## src/rtl/rdy_pkg.sv

```systemverilog
package rdy_pkg;

  typedef enum logic [1:0] {
    RPT_EVERY  = 2'b00,
    RPT_APROBE = 2'b01,
    RPT_PAIR   = 2'b10,
    RPT_NONE   = 2'b11
  } rpt_mode_e;

  // Does an accepted block produce a report in this mode and sync state?
  function automatic logic blk_reports(rpt_mode_e m, logic sync, logic is_a,
                                       logic second);
    case (m)
      RPT_EVERY:  return sync;
      RPT_APROBE: return sync | is_a;
      RPT_PAIR:   return sync & second;
      default:    return 1'b0;
    endcase
  endfunction

endpackage

```

## src/rtl/rdy_evt_qual.sv

```systemverilog
module rdy_evt_qual
  import rdy_pkg::*;
(
  input  logic       clk,
  input  logic       rst_n,
  input  logic [1:0] mode,
  input  logic       in_sync,
  input  logic       blk_done,
  input  logic       blk_is_a,
  input  logic       sync_found,
  input  logic       sync_lost,
  input  logic       rst_seen,
  input  logic       gate_blk,
  input  logic       gate_all,
  output logic       fire
);

  rpt_mode_e m;
  logic      half_q;
  logic      blk_ok;
  logic      blk_fire;
  logic      forced;

  assign m        = rpt_mode_e'(mode);
  assign blk_ok   = blk_done & ~gate_blk;
  assign blk_fire = blk_ok & blk_reports(m, in_sync, blk_is_a, half_q);
  assign forced   = (sync_found | sync_lost | rst_seen) & ~gate_all;
  assign fire     = blk_fire | forced;

  always_ff @(posedge clk) begin
    if (!rst_n) begin
      half_q <= 1'b0;
    end else if (!in_sync || m != RPT_PAIR || sync_found) begin
      half_q <= 1'b0;
    end else if (blk_ok) begin
      half_q <= ~half_q;
    end
  end

endmodule

```

## src/rtl/rdy_timer.sv

```systemverilog
module rdy_timer #(
  parameter int STROBE_MS = 10,
  parameter int HOLD_MS   = 20
) (
  input  logic clk,
  input  logic rst_n,
  input  logic tick_ms,
  input  logic load,
  input  logic rd_done,
  output logic strobe_on,
  output logic pend_on,
  output logic hold_on
);

  localparam int AGE_W = $clog2(HOLD_MS + 1);
  localparam logic [AGE_W-1:0] HOLD_L   = AGE_W'(HOLD_MS);
  localparam logic [AGE_W-1:0] STR_LAST = AGE_W'(STROBE_MS - 1);

  logic [AGE_W-1:0] age_q;
  logic             strobe_q;
  logic             pend_q;

  always_ff @(posedge clk) begin
    if (!rst_n) begin
      age_q    <= HOLD_L;
      strobe_q <= 1'b0;
      pend_q   <= 1'b0;
    end else if (load) begin
      age_q    <= '0;
      strobe_q <= 1'b1;
      pend_q   <= 1'b1;
    end else begin
      if (tick_ms && age_q < HOLD_L) age_q <= age_q + 1'b1;
      if (tick_ms && age_q == STR_LAST) strobe_q <= 1'b0;
      if (rd_done) begin
        strobe_q <= 1'b0;
        pend_q   <= 1'b0;
      end
    end
  end

  assign strobe_on = strobe_q;
  assign pend_on   = pend_q;
  assign hold_on   = pend_q & (age_q < HOLD_L);

endmodule

```

## src/rtl/rdy_ovf.sv

```systemverilog
module rdy_ovf (
  input  logic clk,
  input  logic rst_n,
  input  logic blk_done,
  input  logic in_sync,
  input  logic pend_on,
  input  logic rd_done,
  output logic ovf_hit,
  output logic ovf_on
);

  logic ovf_q;

  assign ovf_hit = blk_done & in_sync & pend_on & ~rd_done;

  always_ff @(posedge clk) begin
    if (!rst_n)       ovf_q <= 1'b0;
    else if (rd_done) ovf_q <= 1'b0;
    else if (ovf_hit) ovf_q <= 1'b1;
  end

  assign ovf_on = ovf_q;

endmodule

```

## src/rtl/rdy_strobe_ctrl.sv

```systemverilog
module rdy_strobe_ctrl #(
  parameter int STROBE_MS = 10,
  parameter int HOLD_MS   = 20
) (
  input  logic       clk,
  input  logic       rst_n,
  input  logic       tick_ms,
  input  logic [1:0] mode,
  input  logic       in_sync,
  input  logic       blk_done,
  input  logic       blk_is_a,
  input  logic       sync_found,
  input  logic       sync_lost,
  input  logic       rst_seen,
  input  logic       rd_done,
  output logic       load_regs,
  output logic       ready_n,
  output logic       ovf_flag
);

  logic strobe_on;
  logic pend_on;
  logic hold_on;
  logic ovf_hit;
  logic ovf_on;
  logic gate_all;
  logic gate_blk;
  logic fire;

  // A read in the same cycle is applied before any block is judged.
  assign gate_all = (ovf_on & ~rd_done) | ovf_hit;
  assign gate_blk = gate_all | (~rd_done & (hold_on | (in_sync & pend_on)));

  rdy_evt_qual i_qual (
    .clk       (clk),
    .rst_n     (rst_n),
    .mode      (mode),
    .in_sync   (in_sync),
    .blk_done  (blk_done),
    .blk_is_a  (blk_is_a),
    .sync_found(sync_found),
    .sync_lost (sync_lost),
    .rst_seen  (rst_seen),
    .gate_blk  (gate_blk),
    .gate_all  (gate_all),
    .fire      (fire)
  );

  rdy_timer #(.STROBE_MS(STROBE_MS), .HOLD_MS(HOLD_MS)) i_timer (
    .clk      (clk),
    .rst_n    (rst_n),
    .tick_ms  (tick_ms),
    .load     (fire),
    .rd_done  (rd_done),
    .strobe_on(strobe_on),
    .pend_on  (pend_on),
    .hold_on  (hold_on)
  );

  rdy_ovf i_ovf (
    .clk     (clk),
    .rst_n   (rst_n),
    .blk_done(blk_done),
    .in_sync (in_sync),
    .pend_on (pend_on),
    .rd_done (rd_done),
    .ovf_hit (ovf_hit),
    .ovf_on  (ovf_on)
  );

  assign load_regs = fire;
  assign ready_n   = ~strobe_on;
  assign ovf_flag  = ovf_on;

endmodule

```

## config.mk

```make
export PLATFORM = sky130hd
export DESIGN_NAME = rdy_strobe_ctrl
export DESIGN_NICKNAME = d
export VERILOG_FILES = /design/src/rtl/rdy_pkg.sv /design/src/rtl/rdy_evt_qual.sv /design/src/rtl/rdy_timer.sv /design/src/rtl/rdy_ovf.sv /design/src/rtl/rdy_strobe_ctrl.sv
export SDC_FILE = /design/constraint.sdc
export NUM_CORES = 1
export LEC_CHECK = 0
export BUFFER_PORTS_ARGS = -buffer_cell sky130_fd_sc_hd__buf_2
export CAP_MARGIN = 0
export CELL_PAD_IN_SITES_DETAIL_PLACEMENT = 0
export CELL_PAD_IN_SITES_GLOBAL_PLACEMENT = 1
export CORE_UTILIZATION = 31
export DETAILED_ROUTE_END_ITERATION = 7
export PLACE_DENSITY_LB_ADDON = 0.1
export SYNTH_ARGS = -nofsm -noshare
export SYNTH_HDL_FRONTEND = slang
export SYNTH_SLANG_ARGS = --single-unit
export TNS_END_PERCENT = 5
```

## constraint.sdc

```tcl
create_clock -name clk -period 1.3 [get_ports clk]
set_input_delay 0.13 -clock clk [delete_from_list [all_inputs] [get_ports clk]]
set_output_delay 0.13 -clock clk [all_outputs]
set_load 0.03 [all_outputs]
```

==> Yosys cells after proc, flatten, opt, wreduce, memory -nomap -nowiden <==
Index checks and enable logic that the tools add are counted.
{ "word_totals": {"register_bits": 9, "latch_bits": 0, "ramBits": 0, "romBits": 0, "output_inout_bits": 3, "elab_cells": 56, "mem_count": 0} }
{ "op_classes": {"addsub": 1, "mul": 0, "div": 0, "magnitude_cmp": 1, "n_eq_ne": 4, "shift": 0, "muxes": 8, "bitwise": 24, "n_reduce_logical": 12} }
{ "ops": {"columns": ["op", "count"], "rows": [
  ["bitwise AND 1 bit", 11],
  ["2-to-1 mux 5 bit", 2],
  ["bitwise OR 1 bit", 7],
  ["inverter 1 bit", 6],
  ["OR reduction 2 bit", 3],
  ["adder 5 x 1 -> 5 bit, second input constant", 1],
  ["equality test 5 x 4 -> 1 bit, second input constant", 1],
  ["< comparator 5 bit, second input constant", 1],
  ["2-to-1 mux 1 bit", 5],
  ["nonzero test 2 bit", 2],
  ["one-hot mux 1 bit (3 select lines)", 1],
  ["nonzero test 3 bit", 1],
  ["equality test 2 x 1 -> 1 bit, second input constant", 1],
  ["equality test 2 bit, second input constant", 1],
  ["logical AND 1 bit", 2],
  ["logical NOT 2 bit", 1],
  ["logical OR 1 bit", 2],
  ["inequality test 2 bit, second input constant", 1],
  ["logical NOT 1 bit", 1]
]} }

==> Longest topological paths before layout <==
Gate-level depths: netlist (run 1).
{ "depth": {"word_depth": 10, "mapped_depth": 5, "depth_no_buf": 5} }

==> Modules after synthesis <==
A second synthesis (run 1) with hierarchy kept.
{ "unflattened": {"cells_unflattened": 59, "area_unflattened_um2": 505.5} }
{ "modules_own_cells": {"columns": ["module", "n_inst", "cells_per_inst", "area_per_inst_um2", "seq_area_each_um2"], "rows": [
  ["rdy_timer", 1, 39, 336.6, 140.1],
  ["rdy_evt_qual", 1, 10, 86.3, 20.0],
  ["rdy_ovf", 1, 5, 47.5, 20.0],
  ["rdy_strobe_ctrl", 1, 5, 35.0, 0.0]
]} }

==> Least setup slack after synthesis (run 1) <==
No wires, ideal clock.
{ "synth_timing": {"path_kind": "reg-to-output", "start": "register i_timer.age_q[2]", "end": "output load_regs", "arrival_time_ps": 1348, "required_time_ps": 1170, "setup_slack_ps": -178, "stages_incl_launch_ff": 5, "cell_sequence": "dfxtp_1 > o21ai_2 > a2bb2oi_1 > a21o_1 > a21oi_1"} }
{ "synth_via": {"elab_chain_cells": 9} }
{ "synth_lines": {"columns": ["item", "line", "text"], "rows": [
  ["start: declaration", "rdy_timer.sv:19", "logic [AGE_W-1:0] age_q;"],
  ["start signal: assignment", "rdy_timer.sv:33", "if (tick_ms && age_q < HOLD_L) age_q <= age_q + 1'b1;"],
  ["< comparator 5 bit", "rdy_timer.sv:44", "assign hold_on = pend_q & (age_q < HOLD_L);"],
  ["bitwise AND 1 bit", "rdy_timer.sv:44", null],
  ["bitwise OR 1 bit", "rdy_strobe_ctrl.sv:32", "assign gate_blk = gate_all | (~rd_done & (hold_on | (in_sync & pend_on)));"],
  ["bitwise AND 1 bit", "rdy_strobe_ctrl.sv:32", null],
  ["bitwise OR 1 bit", "rdy_strobe_ctrl.sv:32", null],
  ["inverter 1 bit", "rdy_evt_qual.sv:25", "assign blk_ok = blk_done & ~gate_blk;"],
  ["bitwise AND 1 bit", "rdy_evt_qual.sv:25", null],
  ["bitwise AND 1 bit", "rdy_evt_qual.sv:26", "assign blk_fire = blk_ok & blk_reports(m, in_sync, blk_is_a, half_q);"],
  ["bitwise OR 1 bit", "rdy_evt_qual.sv:28", "assign fire = blk_fire | forced;"],
  ["end: declaration", "rdy_strobe_ctrl.sv:16", "output logic load_regs,"]
]} }
No other way between the ends.

==> Final worst setup path (run 1) <==
Same ends and word-level chain as after synthesis.

==> results list, run 1 <==
- Clock network latency to the later pin of the worst-skew pair: 0.26 ns
* Number of endpoints failing setup at the final stage: 2
* Category of the worst setup path launch point: flip-flop
- The first global-routing pass estimated 2.35 mm of wire.
- The final hold violation count came to 0.
- Number of DRC violations after detailed-routing iteration 0: 7
* Number of maximum-capacitance constraint violations: 0
- Mapped Area: 526 µm²
- Initial core utilization: 0.341
- Each instance of the synthesized netlist takes up on average 8.21 µm².
- Among all cell types in the netlist, the one instantiated most often is sky130_fd_sc_hd__dfxtp_1.
* Flop and latch count out of synthesis: 9
- Across all setup checks in the final design, the least slack found is -0.133 ns.
- Row generation in the floorplan step produced 14 rows.
- Hold WC Path Type: primary input to flip-flop
- After global routing the overflow that remains totals 0.
- Along the worst path, the maximum fanout reaches 3.
* Yosys warning count: 0
- Before antenna repair, the detailed router went through 4 iterations.
* Cell types with the highest counts after synthesis: 9 x sky130_fd_sc_hd__dfxtp_1, 7 x sky130_fd_sc_hd__a21oi_1, 5 x sky130_fd_sc_hd__nand2_1, 5 x sky130_fd_sc_hd__o21ai_0
- Pwr dens: 869 nW/µm²
* Number of buffers added to fix hold violations after cts: 0
- Of the total synthesized cell area, the portion taken by XOR and XNOR cells is 0.0333.
- Via Count: 586
- Worst IR Drop VDD: 442 µV
- Crit path capture type: primary output
- TritonCTS built the clock tree.
- After legalization and detailed placement, the total HPWL measured 1.08 mm.
- Root buffer cell: sky130_fd_sc_hd__clkbuf_4
- Static timing analysis puts the maximum clock frequency at 698 MHz.
- Antenna violations before repair: 0
- Boundary Pins: 15
* Fin Clk Skew: 0.00297 ns
- The via count of the first global-routing pass was 542.
- The share of the Yosys chip area taken by registers is 0.343.
- In the synthesized netlist, the number of instances is 64.
- Start-to-end type of the worst setup path: flip-flop to primary output
- Main combinational cell family by area after synthesis: compound AO/OA/AOI/OAI gates
- TritonCTS created 3 clock buffers.
- H-tree lvl count: 1
* Pleak: 0.325 nW
- The clock passes through at most 2 buffers.
- Critical path cell sequence: o21ai_4 -> a2bb2oi_2 -> a21o_1 -> a21oi_2 -> buf_6
* Area enclosed by the die boundary: 1860 µm²
* Violations in the final reports: negative setup slack
- Using the TritonRoute via totals, the vias-per-cell ratio works out to 5.38.
- Required time of the critical path: 1.17 ns
- Global Route Usage Sum: 0.173
* Fraction of post-synthesis cell area in the top cell type by area: 0.343
* Crit path max-delay cell type: sky130_fd_sc_hd__dfxtp_2
* Weighted congestion reported at the end of routability-driven placement: 0.743
- Prevailing post-synth register cell: sky130_fd_sc_hd__dfxtp_1
- Port buffer count: 14
- Cell variety after synth: 28
- Setup repair after global routing could not meet its margin everywhere.
* Placed Area: 709 µm²
- Post-Route WL: 1.42 mm
- Measured against the total synthesized area, the mux share comes to 0.
* Share of the clock period used by the worst path after layout: 1.10
- Simple logic cell fraction of the synthesized area: 0.217
* Worst Max-Slew Pin Slew: 0.283 ns
* Overall die width: 43.2 µm
- Of the total synthesized cell area, the portion taken by full adders, half adders and majority gates is 0.0476.
- Of all cell types, the one taking the most synthesized area is sky130_fd_sc_hd__dfxtp_1.
- Clk slew on worst S/H paths: 0.06 ns
- On the final layout, the worst hold slack is 0.140 ns.
- Of the cells placed in the final design, the portion with a size suffix greater than 1 is 0.505.
- Final net count: 108
- After detailed routing, the average wire length per cell comes to 13.1 µm.
- The detail route stage leaves a number of antenna-violating nets equal to 0.
- Synthesis-to-layout area growth: 51.4%
- Data arrives at the worst endpoint at 1.30 ns.
* Total core area: 1540 µm²
- Final Max Slew Viols: 0
* Top post-synthesis cells by area: sky130_fd_sc_hd__dfxtp_1 34%, sky130_fd_sc_hd__a21oi_1 6.7%, sky130_fd_sc_hd__a31oi_1 4.8%
- The clock net in this run drives a total of 9 sinks.
* Outcome: complete, but fails checks
- Net count after synthesis: 78
* Worst slew slack as a fraction of its limit: 0.810
- Once layout is complete, the utilization of the core stands at 0.516.
- The die is 43.2 µm tall.
* Clock period minus worst slack: 1.43 ns
- The repair_antennas step left the layout with diodes totalling 0.
- Delay contributed by the slowest stage of the critical path: 0.36 ns
- EDFF count, synth: 0
- The area fraction in compound gates after synthesis was 0.331.
- Setup_tns: -0.150 ns
- Entering global routing, the biggest net connects 8 pins.
- Share of synthesized registers carrying an async set or reset: 0
- After routing the design area is 796 µm².
- DRC violation count after routing: 0
## registers in the layout (all words and copies together) (netlist names)
register           flops
i_ovf.ovf_on           1
i_qual.half_q          1
i_timer.age_q          5
i_timer.pend_on        1
i_timer.strobe_on      1
## layout by cell type, fill, tap and decap left out, types with 2 or more instances in the layout
cell and n:
sky130_fd_sc_hd__nor2b_1 3, sky130_fd_sc_hd__a31oi_1 3, sky130_fd_sc_hd__dfxtp_1 3, sky130_fd_sc_hd__o21ai_0 3
sky130_fd_sc_hd__clkbuf_4 3, sky130_fd_sc_hd__a21oi_1 5, sky130_fd_sc_hd__xor2_1 2, sky130_fd_sc_hd__buf_2 13
sky130_fd_sc_hd__inv_1 4, sky130_fd_sc_hd__a21oi_2 2, sky130_fd_sc_hd__nand2_1 5, sky130_fd_sc_hd__dfxtp_2 6
sky130_fd_sc_hd__a211oi_1 2, sky130_fd_sc_hd__nand2b_1 2, sky130_fd_sc_hd__buf_4 11, sky130_fd_sc_hd__nor2_1 2
## cell families (layout without fill, tap and decap cells)
logic type,Yosys count,count (layout)
flops,9,9
xor+xnor,2,2
compound gates,26,26
simple gates,21,21
buf+inv,4,33
fa+ha+maj,2,2
## final timing paths
check	end	slack (ns)	from	cells after the start
setup / recovery	load_regs	-0.13	i_timer.age_q[2]	5
setup reg to reg	i_timer.age_q[2]	-0.02	i_timer.age_q[2]	4
hold / removal	i_timer.age_q[2]	0.14	rst_n	2
hold reg to reg	i_qual.half_q	0.49	i_qual.half_q	2
## area by class of cell
type / count / area, µm²
tap: 16 / 20.0
inverter: 4 / 15.0
timing repair buffer: 25 / 159
multi-input combinational: 51 / 388
sequential: 9 / 188
clock buffer: 4 / 26.3
fill: 153 / 746
## timing repair
item	4_1_cts	5_1_grt
pin swaps	5	3
endpoints found under the hold margin	0	0
resized for setup	8	8
setup endpoints to repair	6	8
setup buffers	1	0
## stage by stage
step / std cells / setup slack, ns / power, mW
floorplan: 64 / 0.000848 / 0.384
global placement: 104 / 0.0110 / 0.457
global route: 109 / -0.198 / 0.733
finish: 109 / -0.133 / 0.692
detailed placement: 104 / -0.0178 / 0.458
CTS: 109 / -0.153 / 0.697
## where the power goes
part           switching [mW]  leakage [nW]  internal [mW]
Sequential             0.0121        0.0762          0.292
Combinational          0.0904         0.234         0.0828
Clock                  0.0967        0.0150          0.118
## worst max-delay path: cells and delay by family (launching register included)
| kind | cells | cell delay [ns] |
|---|---|---|
| flops | 1 | 0.36 |
| compound gates | 4 | 0.54 |
| buf+inv | 1 | 0.14 |
## layer usage
layer | track usage | part of all wire
met1 | 0.218 | 0.48
met2 | 0.272 | 0.48
met3 | 0.0511 | 0.029
met4 | 0.0727 | 0.0091
met5 | 0 | 0
(Power assumes the default switching activity.)
==> run 2: changes to the inputs <==
CAP_MARGIN = 20   (was 0)
CORE_UTILIZATION = 37   (was 31)
clock period = 1.85 ns   (was 1.3 ns; I/O delays follow)
==> run 2 against run 1 <==
The run now ends clean. Non-clock buffer count fell by 10. Clock skew increased by 0.0049 ns. Register-to-register slack gained 0.39 ns. Count of clock-buffer cells in the layout stayed put. Critical path type unchanged. Largest cell class unchanged. Largest power group unchanged. Highest routed layer unchanged.
==> results list, run 2 (synthesis gave the netlist of run 1 again) <==
- Die span in y: 39.7 µm (-8.1%)
- Clock period minus worst slack: 1.72 ns
* CTS max path bufs: 2 (unchanged)
- Number of endpoints failing setup at the final stage: 0 (-2)
* Top Family by Delay on Critical Path: compound AO/OA/AOI/OAI gates
- The total number of vias is 545 (-7.0%).
* Drt first pass iters: 4 (unchanged)
* Share of the clock period used by the worst path after layout: 0.930
- The detailed-route wire length per cell is 12.3 µm (-5.7%).
- Static timing analysis puts the maximum clock frequency at 581 MHz.
* Setup_tns: 0 ns (+0.150 ns)
* Final net count: 98 (-9.3%)
- Post-Route WL: 1.21 mm (-15%)
- H-tree lvl count: 1 (unchanged)
- Via count of the first global-routing pass: 447 (-18%)
* Final Max Slew Viols: 0 (unchanged)
- Inst Count DP: 94 (-9.6%)
- The number of DRC markers in iteration 0 is 16 (+9).
- Pleak: 0.269 nW (-17%)
- The total global routing overflow is 0 (unchanged).
- Fraction of layout cells with a size suffix above 1: 0.289 (-0.216)
- The number of flip-flops in the largest register is 5 (unchanged).
- Via-per-instance ratio: 5.56 (+3.4%)
- The remaining antenna violation count came to 0 (unchanged).
* Routed length on met3: 64 µm (+56%)
* Fin Clk Skew: 0.00788 ns (+0.00491 ns)
* Number of sinks driven by the clock tree: 9 (unchanged)
- The clock insertion delay at the later pin of the skew report came to 0.26 ns (about the same).
- Delay contributed by the slowest stage of the critical path: 0.40 ns (+0.04 ns)
- Detailed Place HPWL: 943 µm (-13%)
- The number of antenna repair diodes came to 0 (unchanged).
- Register bank with the most flops: i_timer.age_q
* Worst slew slack as a fraction of its limit: 0.769 (-0.0417)
- Setup repair after global routing left no endpoint under its margin.
* Buffering stage count on the worst path with inverters included: 1 (unchanged)
- Wire length on met2: 504 µm (-26%)
- The maximum fanout along the worst path came to 5 (+2).
* Final cell utilization of the core: 0.498 (-0.0186)
- Initial core utilization: 0.399 (+0.0580)
- Required time of the critical path: 1.66 ns (+0.49 ns)
- The flow ran to the end, and the final reports show no timing, DRC or antenna violations.
* Wire length of the first global-routing pass: 1.86 mm (-21%)
- The number of I/O pins was 15 (unchanged).
* Crit path max-delay cell type: sky130_fd_sc_hd__dfxtp_1
- Compared with the post-synthesis result, the final layout area differs by 24.8%.
* Overall die width: 39.7 µm (-8.1%)
- TritonCTS built the clock tree.
- FF-to-FF path depth: 5 (+1)
* Critical path cell sequence: o21ai_2 -> a2bb2oi_2 -> a21o_1 -> a21oi_1 -> buf_2
- The total power divided by cell area came to 694 nW/µm² (-20%).
- Routed metal-1 wire length: 624 µm (-9.0%)
* Hold WC Path Type: primary input to flip-flop
* Critical Path AT: 1.54 ns (+0.24 ns)
- Root buffer cell: sky130_fd_sc_hd__clkbuf_4
- The library cell used most frequently in the layout, excluding fill and tap cells, is sky130_fd_sc_hd__buf_2.
- The total CTS buffers came to 3 (unchanged).
- STA classifies the critical path endpoint as a primary output.
- Antenna violations before repair: 0 (unchanged)
- Standard-cell rows: 13 (-1)
- Total core area: 1320 µm² (-15%)
* Hold Violations, Final: 0 (unchanged)
* Number of buffers inserted to repair setup after CTS: 0 (-1)
* Worst IR Drop VDD: 399 µV (-9.9%)
- Clk slew on worst S/H paths: 0.07 ns (about the same)
* Global Route Usage Sum: 0.189 (+0.0160)
* Number of cells on the critical path: 5 (unchanged)
- Number of stages on the worst hold path: 2 (unchanged)
- The worst hold margin came to 0.181 ns (+0.0408 ns).
- The slew of the pin with the lowest slew margin is 0.343 ns (+0.0603 ns).
* Weighted congestion reported at the end of routability-driven placement: 0.675 (-9.1%)
- Largest net degree at the start of global routing: 8 (unchanged)
- After detailed routing, no signal wire sits above met4.
* DRC violation count after routing: 0 (unchanged)
- STA classifies the critical path startpoint as a flip-flop.
- Final instance count without filler cells: 98 (-10%)
* Number of maximum-capacitance constraint violations: 0 (unchanged)
- The number of port buffers came to 14 (unchanged).
- The library cells used most frequently in the layout, excluding fill and tap cells, are 14 x sky130_fd_sc_hd__buf_2, 8 x sky130_fd_sc_hd__dfxtp_1, 7 x sky130_fd_sc_hd__a21oi_1.
- Start-to-end type of the worst setup path: flip-flop to primary output
* Area enclosed by the die boundary: 1570 µm² (-15%)
run 2: power by group:
group | internal (mW) | switching [mW]
Combinational | 0.0374 | 0.0496
Sequential | 0.204 | 0.00929
Clock | 0.0832 | 0.0716
run 2: area by class of cell:
class	instances	area, µm²
inverters	4	15.0
fillers	133	662
flip-flops and latches	9	181
clock buffers	4	26.3
well taps	15	18.8
repair buffers	15	77.6
multi-input cells	51	337
run 2: routing by layer:
layer  vias up  track usage
met2        18        0.266
li1        282            -
met5         -            0
met1       243        0.244
met4         0       0.0776
met3         2       0.0852
run 2: per-stage QoR:
stage | total power, mW | setup slack, ns | instance area [µm²]
global placement | 0.302 | 0.359 | 622
finish | 0.455 | 0.130 | 656
global route | 0.483 | 0.0319 | 656
floorplan | 0.269 | 0.317 | 526
CTS | 0.456 | 0.0179 | 648
detailed placement | 0.301 | 0.316 | 622
run 2: worst paths after layout:
| path | startpoint | slack (ns) | endpoint |
|---|---|---|---|
| hold reg to reg | i_qual.half_q | 0.48 | i_qual.half_q |
| setup reg to reg | i_timer.age_q[0] | 0.37 | i_timer.age_q[2] |
| setup / recovery | i_timer.age_q[4] | 0.13 | load_regs |
| hold / removal | rst_n | 0.18 | i_timer.age_q[2] |
run 2: what timing repair did:
item | 4_1_cts | 5_1_grt
gates resized for setup | 0 | 2
setup endpoints to repair | 0 | 1
hold buffers | 0 | 0
